===== src/rtl/dr_pkg.sv =====
package dr_pkg;
  localparam int NOPS    = 6;
  localparam int OP_CLR  = 0;
  localparam int OP_SET  = 1;
  localparam int OP_HOLD = 2;
  localparam int OP_SHR  = 3;
  localparam int OP_SHL  = 4;
  localparam int OP_LOAD = 5;

  typedef enum logic [1:0] {
    MD_HOLD = 2'b00,
    MD_SHR  = 2'b01,
    MD_SHL  = 2'b10,
    MD_LOAD = 2'b11
  } mode_e;
endpackage


===== src/rtl/dr_op_dec.sv =====
// Turns single-rail controls into one-hot operation lines; all lines low in precharge.
module dr_op_dec
  import dr_pkg::*;
(
  input  logic            ev,
  input  logic [1:0]      mode,
  input  logic            clear,
  input  logic            preset,
  output logic [NOPS-1:0] op
);
  always_comb begin
    op = '0;
    if (ev) begin
      if (clear)       op[OP_CLR] = 1'b1;
      else if (preset) op[OP_SET] = 1'b1;
      else begin
        unique case (mode_e'(mode))
          MD_HOLD: op[OP_HOLD] = 1'b1;
          MD_SHR:  op[OP_SHR]  = 1'b1;
          MD_SHL:  op[OP_SHL]  = 1'b1;
          MD_LOAD: op[OP_LOAD] = 1'b1;
          default: op = '0;
        endcase
      end
    end
  end
endmodule


===== src/rtl/dr_next_net.sv =====
// Dual-rail AND-OR selection network: one rail per pair rises in evaluate.
module dr_next_net
  import dr_pkg::*;
#(
  parameter int W = 4
) (
  input  logic [NOPS-1:0] op,
  input  logic [W-1:0]    m_t,
  input  logic [W-1:0]    m_f,
  input  logic            sl_t,
  input  logic            sl_f,
  input  logic            sr_t,
  input  logic            sr_f,
  input  logic [W-1:0]    p_t,
  input  logic [W-1:0]    p_f,
  output logic [W-1:0]    n_t,
  output logic [W-1:0]    n_f
);
  localparam int MSB = W - 1;

  for (genvar i = 0; i < W; i++) begin : g_bit
    logic rt, rf, lt, lf;
    if (i == MSB) begin : g_top
      assign rt = sr_t;
      assign rf = sr_f;
    end else begin : g_in
      assign rt = m_t[i+1];
      assign rf = m_f[i+1];
    end
    if (i == 0) begin : g_bot
      assign lt = sl_t;
      assign lf = sl_f;
    end else begin : g_ib
      assign lt = m_t[i-1];
      assign lf = m_f[i-1];
    end
    assign n_t[i] = op[OP_SET] | (op[OP_HOLD] & m_t[i]) | (op[OP_SHR] & rt)
                  | (op[OP_SHL] & lt) | (op[OP_LOAD] & p_t[i]);
    assign n_f[i] = op[OP_CLR] | (op[OP_HOLD] & m_f[i]) | (op[OP_SHR] & rf)
                  | (op[OP_SHL] & lf) | (op[OP_LOAD] & p_f[i]);
  end
endmodule


===== src/rtl/dr_ms_cell.sv =====
// Master-slave storage bit: master holds state, slave is the precharged output.
module dr_ms_cell (
  input  logic clk,
  input  logic rst,
  input  logic cap,
  input  logic n_t,
  input  logic n_f,
  output logic m_t,
  output logic m_f,
  output logic s_t,
  output logic s_f
);
  always_ff @(posedge clk) begin
    if (rst) begin
      m_t <= 1'b0;
      m_f <= 1'b1;
    end else if (cap) begin
      m_t <= n_t;
      m_f <= n_f;
    end
  end

  always_ff @(posedge clk) begin
    if (rst || cap) begin
      s_t <= 1'b0;
      s_f <= 1'b0;
    end else begin
      s_t <= m_t;
      s_f <= m_f;
    end
  end
endmodule


===== src/rtl/dr_code_mon.sv =====
// Sticky detector of forbidden rail pairs at evaluate-closing edges.
module dr_code_mon #(
  parameter int NP = 10,
  parameter int W  = 4
) (
  input  logic          clk,
  input  logic          rst,
  input  logic          ev,
  input  logic [NP-1:0] in_t,
  input  logic [NP-1:0] in_f,
  input  logic [W-1:0]  n_t,
  input  logic [W-1:0]  n_f,
  output logic          err
);
  logic bad_in, bad_net;
  assign bad_in  = |(in_t & in_f);
  assign bad_net = |(~(n_t ^ n_f));

  always_ff @(posedge clk) begin
    if (rst)                         err <= 1'b0;
    else if (ev && (bad_in || bad_net)) err <= 1'b1;
  end
endmodule


===== src/rtl/dual_rail_shifter.sv =====
module dual_rail_shifter
  import dr_pkg::*;
#(
  parameter int W = 4
) (
  input  logic         clk,
  input  logic         rst,
  input  logic [1:0]   mode,
  input  logic         clear,
  input  logic         preset,
  input  logic         sin_l_t,
  input  logic         sin_l_f,
  input  logic         sin_r_t,
  input  logic         sin_r_f,
  input  logic [W-1:0] pin_t,
  input  logic [W-1:0] pin_f,
  output logic         ev,
  output logic [W-1:0] q_t,
  output logic [W-1:0] q_f,
  output logic [W-1:0] q_s,
  output logic         err
);
  localparam int NP = W + 2;

  logic            phase_q;
  logic [NOPS-1:0] op;
  logic [W-1:0]    m_t, m_f, nxt_t, nxt_f;

  always_ff @(posedge clk) begin
    if (rst) phase_q <= 1'b0;
    else     phase_q <= ~phase_q;
  end
  assign ev = phase_q;

  dr_op_dec u_dec (
    .ev(phase_q), .mode(mode), .clear(clear), .preset(preset), .op(op)
  );

  dr_next_net #(.W(W)) u_net (
    .op(op), .m_t(m_t), .m_f(m_f),
    .sl_t(sin_l_t), .sl_f(sin_l_f), .sr_t(sin_r_t), .sr_f(sin_r_f),
    .p_t(pin_t), .p_f(pin_f), .n_t(nxt_t), .n_f(nxt_f)
  );

  for (genvar i = 0; i < W; i++) begin : g_cell
    dr_ms_cell u_cell (
      .clk(clk), .rst(rst), .cap(phase_q),
      .n_t(nxt_t[i]), .n_f(nxt_f[i]),
      .m_t(m_t[i]), .m_f(m_f[i]),
      .s_t(q_t[i]), .s_f(q_f[i])
    );
  end

  always_ff @(posedge clk) begin
    if (rst)           q_s <= '0;
    else if (!phase_q) q_s <= m_t;
  end

  dr_code_mon #(.NP(NP), .W(W)) u_mon (
    .clk(clk), .rst(rst), .ev(phase_q),
    .in_t({sin_l_t, sin_r_t, pin_t}), .in_f({sin_l_f, sin_r_f, pin_f}),
    .n_t(nxt_t), .n_f(nxt_f), .err(err)
  );
endmodule


===== config.mk =====
export PLATFORM = sky130hd
export DESIGN_NAME = dual_rail_shifter
export DESIGN_NICKNAME = d
export VERILOG_FILES = /design/src/rtl/dr_pkg.sv /design/src/rtl/dr_op_dec.sv /design/src/rtl/dr_next_net.sv /design/src/rtl/dr_ms_cell.sv /design/src/rtl/dr_code_mon.sv /design/src/rtl/dual_rail_shifter.sv
export SDC_FILE = /design/constraint.sdc
export NUM_CORES = 1
export LEC_CHECK = 0
export ABC_AREA = 1
export BUFFER_PORTS_ARGS = -buffer_cell sky130_fd_sc_hd__buf_2
export CAP_MARGIN = 0
export CORE_MARGIN = 2
export CORE_UTILIZATION = 47
export CTS_CLUSTER_DIAMETER = 150
export DETAILED_ROUTE_END_ITERATION = 8
export PLACE_DENSITY = 0.75
export SLEW_MARGIN = 15
export SYNTH_ARGS = -nofsm -noshare
export SYNTH_HDL_FRONTEND = slang
export SYNTH_SLANG_ARGS = --single-unit
export TNS_END_PERCENT = 20

===== constraint.sdc =====
create_clock -name clk -period 1.5 [get_ports clk]
set_input_delay 0.45 -clock clk [delete_from_list [all_inputs] [get_ports clk]]
set_output_delay 0.45 -clock clk [all_outputs]
set_load 0.02 [all_outputs]

# Yosys cells after proc, flatten, opt, wreduce, memory -nomap -nowiden
# Index checks and enable logic that the tools add are counted.
# classes
n_bitwise,68
div,0
n_shift,0
mux,9
reduce_logical,6
addsub,0
multipliers,0
magnitude_cmp,0
n_eq_ne,3
# ops
op,n
$and A1 B1 Y1,32
$or A1 B1 Y1,32
$and A6 B6 Y6,1
$mux W1,6
$mux W6,1
$reduce_or A6 Y1,1
$mux W5,1
$eq A2 B2 Y1 const B,2
$mux W4,1
$not A4 Y4,1
$reduce_or A4 Y1,1
$xor A4 B4 Y4,1
$eq A2 B1 Y1 const B,1
$logic_not A2 Y1,1
$logic_or A1 B1 Y1,2
$logic_and A1 B1 Y1,1
$not A1 Y1,1
# word_totals
latchBits,0
word_cells,105
reg_bits,22
ramBits,0
n_memories,0
mem_bits_ro,0
output_inout_bits,14
input_bits,18

# Logic depth before layout (Yosys ltp)
# Gate-level depths: netlist of run 1.
# depth
word_depth,15
depth_mapped,14
depth_no_buf,14

# By module
# Synthesis of run 1 repeated with hierarchy kept, for this count alone.
# unflattened
cells_unflattened,227
hier_area_um2,1302.5
# by_module_without_submodules
module,seq_area_each_um2,n_inst,cells_per_inst,area_each_um2
dr_ms_cell,80.1,4,15,127.6
dr_next_net,0.0,1,86,352.8
dual_rail_shifter,100.1,1,28,203.9
dr_code_mon,20.0,1,38,173.9
dr_op_dec,0.0,1,15,61.3

# Worst setup path before layout of run 1
# Ideal clock, no wire load.
# synth_timing
path_type,register to register
from,"register phase_q, in the netlist ev"
to,register u_mon.err
stages_incl_launch_ff,13
setup_ps,112
path_buffers,1
required_ps,1388
path_slack_ps,-53
period_less_slack_ps,1553
arrival_ps,1440
cell_sequence,dfxtp_1 > inv_2 > nor2_4 > buf_6 > nand4_1 > nand3_1 > nor2_1 > nand2_1 > nand3_1 > nor2_1 > nand2_1 > nand2_1 > nand2_1
# synth_via
elab_chain_cells,11
elab_cells_between_ends,70
classes_between,1 x mux; 66 x bitwise; 3 x reduce/logical
# synth_lines
element,line,text
"start, declared",dual_rail_shifter.sv:25,logic phase_q;
"start signal, assigned",dual_rail_shifter.sv:31,else phase_q <= ~phase_q;
$mux W6,dr_op_dec.sv:13,if (ev) begin
"$and A1 B1 Y1, on equally long branches","dr_next_net.sv:37, dr_next_net.sv:39",
"$or A1 B1 Y1, on equally long branches (2 in a row)","dr_next_net.sv:37, dr_next_net.sv:39",
"$or A1 B1 Y1, on equally long branches (2 in a row)","dr_next_net.sv:38, dr_next_net.sv:40",
$xor A4 B4 Y4,dr_code_mon.sv:17,assign bad_net = |(~(n_t ^ n_f));
$not A4 Y4,dr_code_mon.sv:17,
$reduce_or A4 Y1,dr_code_mon.sv:17,
$logic_or A1 B1 Y1,dr_code_mon.sv:21,else if (ev && (bad_in || bad_net)) err <= 1'b1;
$logic_and A1 B1 Y1 (*),dr_code_mon.sv:21,
"end signal, assigned",dr_code_mon.sv:20,if (rst) err <= 1'b0;
"end signal, assigned",dr_code_mon.sv:21,
"end, declared",dr_code_mon.sv:13,output logic err
# Every way passes the cells marked *; elsewhere a longest branch is shown, timed or not.
# A chain may end at the register's enable or synchronous reset.

# Worst setup path after layout of run 1
# Ends and elaborated chain as after synthesis.

==> results.md, run 1 <==
* Status: finished, violations left
* Failing checks: setup timing
* Die area at 3105 sq um
* Post-layout util at 0.6772
* Clock transition at the registers of the reported paths at 0.13 ns
* #FFs+latches synth at 22
* Initial DRC Count at 45
* Slowest-stage cell, CP: dfxtp_4
* Power Density at 742.6 nW/um^2
* Mapped Cells at 188
* # rows at 18
* H-tree depth at 1
* Setup ws final at -0.08727 ns
* Synth top area share at 0.3502
* Vias in the first global route at 1262
* Core ar. at 2500 sq um
* Synth Warn # at 0
* CP max FO at 7
* Port Buffer Count at 31
* Synth unique cells at 23
* WP data arrival at 1.81 ns
* Drt drc at 0
* RSZ-0062 raised after global routing: yes
* Cts hold-fix bufs at 0
* Delay of the slowest cell on the worst path at 0.41 ns
* Share of cells above drive strength 1 at 0.3802
* Period utilisation layout at 1.058
* Total grt overflow at 0
* Post-synth ARST share at 0
* Post-synth net total at 206
* CP Launch Type: register
* Vias per Instance at 5.110
* Top Ports at 32
* Die height at 55.73 um
* Commonest cells post-synth: 41 x nand2_1, 26 x inv_1, 26 x nor2_1, 22 x dfxtp_1, 18 x nand3_1
* Synthesized area at 1257 sq um
* Max-cap violation count at 0
* Top-count cell post-synth: nand2_1
* Filler cells at 218
* Fmax at 630.0 MHz
* Initial antenna violation count at 0
* Cell accounting for the most synthesized area: dfxtp_1
* Slew HR at 0.8528
* First-pass GRT wire length at 5.375 mm
* Tmin final at 1.587 ns
* Setup-failing EPs final at 1
* Wirelength per Cell at 12.03 um
* Worst hold path type: in -> reg
* WP data required at 1.72 ns
* Routability cong. at 0.8783
* Area contributors post-synth: dfxtp_1 35%, nand2_1 12%, inv_1 7.8%, nor2_1 7.8%, nand3_1 7.2%
* Leakage at 0.8974 nW
* Final-report max-slew violation count at 0
* CP endpoint kind: register
* Routed vias at 1390
* Least-Margin Pin Slew at 0.2192 ns
* Hold Slack at 0.3557 ns
* Most common cell on crit path: nand2_1
* Root buffer cell: clkbuf_4
* Antenna Cells at 0
* EDFF count, synth at 0
* Routed Antenna Nets at 0
* Clock Skew at 0.01061 ns
* CTS tree: yes
* Mapped Avg Cell Area at 6.689 sq um
* Total Routed Length at 3.273 mm
* Layout net count at 261
* Global Route Usage Sum at 0.2158
* Detail Placement HPWL at 2.514 mm
* Layout area overhead at 34.63%
* Die width at 55.73 um
* Largest net degree at the start of global routing at 13
* CTS Buf Count at 3
* Clk sinks at 22
* Final Hold Fails at 0
* WS Path Type: reg -> reg
* Top_reg_cell synth: dfxtp_1
* Maximum VDD drop at 0.7337 mV
* TritonRoute pass-1 iters at 4
* CP cell instances: inv_4 > nor2_4 > buf_12 > nand4_1 > nand2_1 > nor2_1 > nand2_2 > inv_2 > nand2_1 > nand2_1 > nor2_1 > nand2_1 > nand2_1 > nand2_1
* Post-synthesis sequential area ratio at 0.3502
* Max Root-Sink Buffers at 2
* Starting Density at 0.5030
* Worst skew pair latency at 0.31 ns
==> metal layers <==
metal / global-route usage / vias to the layer above / wire (um)
li1: - / 711 / -
met1: 0.2702 / 642 / 1459
met2: 0.3724 / 31 / 1624
met3: 0.04651 / 6 / 151
met4: 0.05923 / 0 / 37
met5: 0 / - / 0
==> logic make-up (layout without fill, tap and decap cells) <==
kind of cell    after synthesis  count (layout)  synth area share
compound gates               20              20           0.09751
buf+inv                      41              95            0.1642
flops                        22              22            0.3502
simple gates                105             105            0.3881
==> what timing repair did <==
item                       CTS  global route
pin swaps                    7             4
buffers inserted             3             0
hold endpoints to repair     0             0
setup endpoints to repair    1             5
resized for setup            7            14
==> final timing paths <==
kind / start / end / slack [ns] / cells after the start
max: ev / u_mon.err / -0.09 / 14
min: rst / q_s[1] / 0.36 / 2
max reg2reg: ev / u_mon.err / -0.09 / 14
min reg2reg: q_s[3] / q_s[3] / 0.47 / 2
==> critical path: cells and delay by family, from the launching register on <==
family | cells | cell delay [ns]
buffers and inverters | 3 | 0.23
AND/OR/NAND/NOR | 11 | 0.86
flip-flops | 1 | 0.41
==> final cells by class <==
type	count	area, sq um	area share
flip-flops and latches	22	444.2	0.2624
clock buffers	4	36.28	0.02143
well taps	30	37.54	0.02217
repair buffers	62	411.6	0.2432
inverters	29	111.4	0.06578
multi-input cells	125	651.9	0.3851
==> flip-flops by register name, summed over array words and instances (netlist names) <==
signal	cells
q_s	4
g_cell.u_cell.s_t	4
ev	1
g_cell.u_cell.m_t	4
g_cell.u_cell.m_f	4
g_cell.u_cell.s_f	4
u_mon.err	1
==> cell usage in the layout, fill, tap and decap left out, drive strengths merged <==
| master | count |
|---|---|
| a22oi | 3 |
| clkbuf | 4 |
| nor2 | 30 |
| o22ai | 3 |
| nor3 | 2 |
| dfxtp | 22 |
| o21ai | 10 |
| inv | 29 |
| nand2 | 42 |
| a21oi | 2 |
| nand3b | 1 |
| buf | 62 |
| a22o | 2 |
| nand4 | 10 |
| nand3 | 20 |
==> where the power goes <==
| part | internal (mW) | switching [mW] |
|---|---|---|
| Sequential | 0.613 | 0.0205 |
| Combinational | 0.130 | 0.164 |
| Clock | 0.148 | 0.181 |
| Total | 0.892 | 0.365 |
==> stage by stage <==
stage	setup TNS [ns]	power [mW]	std cells	instance area, sq um	setup slack (ns)
global placement	-0.5646	0.9120	265	1577	-0.2538
floorplan	0	0.7998	188	1259	0.03714
finish	-0.08727	1.257	272	1693	-0.08727
CTS	-0.06514	1.249	272	1653	-0.06514
detailed placement	-0.6938	0.9163	265	1577	-0.2916
global route	-0.1973	1.320	272	1693	-0.1961
No activity file was read; power rests on OpenSTA's default activity.
==> run 2, diff against run 1 <==
CORE_UTILIZATION = 50   (was 47)
PLACE_DENSITY = 0.76   (was 0.75)
REMOVE_ABC_BUFFERS = 1   (was not set)
clock period = 1.7 ns   (was 1.5 ns; I/O delays follow)
==> run 2 against run 1 <==
Net effect:
- critical endpoint unchanged
- clock skew decreased by 0.0085 ns
- cell count decreased by 4.4%
- maximum frequency increased by 1.7%
- critical path depth unchanged
- the run now ends clean
- die area decreased by 5.6%
==> results.md, run 2 (same netlist as run 1, synthesis figures left out) <==
* CP cell instances: inv_2 > nor2_4 > buf_6 > nand3_1 > nand2_1 > inv_1 > nand2_1 > inv_1 > nand2_1 > nand2_1 > nor2_1 > nand2_1 > nand2_1 > nand2_1
* Slew HR at 0.8401
* DP Area at 1488 sq um
* Multi-input gate area at 626.9 sq um
* Combinational Power Share at 0.214
* Worst hold path type: in -> reg
* Flop pwr share at 0.521
* Setup TNS at 0 ns
* Initial DRC Count at 34
* Setup-failing EPs final at 0
* Vias in the first global route at 1056
* CP max FO at 7
* Die height at 54.15 um
* Die width at 54.15 um
* Cells after DPL at 255
* # rows at 18
* Layout area overhead at 23.08%
* Max Root-Sink Buffers at 2
* Routability cong. at 0.8499
* Status: finished clean
* CTS Buf Count at 3
* Maximum VDD drop at 0.6774 mV
* WP data required at 1.92 ns
* Port Buffer Count at 31
* Commonest non-fill, non-tap cells in the layout: 41 x nand2_1, 31 x buf_2, 26 x inv_1
* Vias per Instance at 5.065
* Final-report max-slew violation count at 0
* WS Path Type: reg -> reg
* Total Routed Length at 3.076 mm
* Root buffer cell: clkbuf_4
* Switching power at 0.3035 mW
* Fmax at 640.8 MHz
* CP endpoint kind: register
* Final instance area at 1548 sq um
* Period utilisation layout at 0.9179
* Share of cells above drive strength 1 at 0.3000
* Top Ports at 32
* Routed vias at 1317
* Sw Share at 0.2841
* Drt drc at 0
* Least-Margin Pin Slew at 0.2380 ns
* Clk pwr share at 0.266
* Die area at 2932 sq um
* Clock Skew at 0.002069 ns
* Global Route Usage Sum at 0.2085
* Sequential Area at 444.2 sq um
* Pint at 0.7645 mW
* Hold Slack at 0.4138 ns
* Commonest non-fill, non-tap cell in the layout: nand2_1
* Final Hold Fails at 0
* CP Launch Type: register
* H-tree depth at 1
* Tmin final at 1.560 ns
* Non-Filler Instances at 260
* Detail Placement HPWL at 2.290 mm
* Layout net count at 249
* Delay of the slowest cell on the worst path at 0.38 ns
* Power, Total at 1.068 mW
* Max-cap violation count at 0
* CTS tree: yes
* Antenna Cells at 0
* Worst skew pair latency at 0.31 ns
* Wirelength per Cell at 11.83 um
* WP data arrival at 1.78 ns
* Most common cell on crit path: nand2_1
* Leakage at 0.8191 nW
* Routed Antenna Nets at 0
* Largest net degree at the start of global routing at 14
* Core ar. at 2432 sq um
* Filler cells at 262
* Clk sinks at 22
* Power Density at 690.0 nW/um^2
* Slowest-stage cell, CP: dfxtp_4
* Starting Density at 0.5170
* TritonRoute pass-1 iters at 4
* Total grt overflow at 0
* First-pass GRT wire length at 4.395 mm
* Clock transition at the registers of the reported paths at 0.11 ns
* Initial antenna violation count at 0
[run 2: cell count changes in the layout (fill, tap and decap cells not counted), moves of 2 or more]
cell,before,now
nand3_1,16,18
buf_4,27,17
inv_1,23,26
nand3_2,4,2
inv_2,5,3
buf_6,3,1
nor2_1,22,24
o21ai_2,3,1
o21ai_0,3,5
[run 2: stage by stage]
| stage | worst slack [ns] | util |
|---|---|---|
| floorplan | 0.02468 | - |
| global placement | -0.1270 | 0.6116 |
| detailed placement | -0.1255 | 0.6116 |
| CTS | 0.05944 | 0.6265 |
| global route | -0.01514 | 0.6363 |
| finish | 0.1395 | 0.6363 |
[run 2: cell type report]
type                       instances  share of cell area
multi-input combinational        126              0.4050
sequential                        22              0.2870
timing repair buffer              49              0.1900
inverter                          29             0.07033
tap                               30             0.02425
clock buffer                       4             0.02344
[run 2: worst max-delay path: cells and delay by family, from the launching register on]
kind / cells / cell delay [ns]
buffers and inverters: 4 / 0.31
DFF: 1 / 0.38
and+or+nand+nor: 10 / 0.78
[run 2: worst paths after layout]
path	cells past startpoint	slack (ns)	start	to
max	14	0.14	ev	u_mon.err
min	2	0.41	rst	q_s[1]
max reg2reg	14	0.14	ev	u_mon.err
min reg2reg	2	0.47	q_s[1]	q_s[1]
[run 2: repair_timing]
action / 4_1_cts / 5_1_grt
resized for setup: 0 / 6
hold buffers: 0 / 0
endpoints found under the setup margin: 0 / 1
buffers inserted: 0 / 0
[run 2: power by group through the flow]
| stage | registers, mW | logic [mW] | clock network [mW] |
|---|---|---|---|
| floorplan | 0.584 | 0.0994 | 0 |
| global placement | 0.567 | 0.219 | 0 |
| detailed placement | 0.568 | 0.221 | 0 |
| CTS | 0.556 | 0.222 | 0.294 |
| global route | 0.559 | 0.253 | 0.305 |
| finish | 0.556 | 0.228 | 0.284 |
[run 2: layer usage]
metal,vias up,part of all wire,global-route usage
met3,8,0.057,0.02222
met5,-,0,0
met2,52,0.43,0.3153
met4,0,0.030,0.1208
li1,686,-,-
met1,571,0.48,0.2855
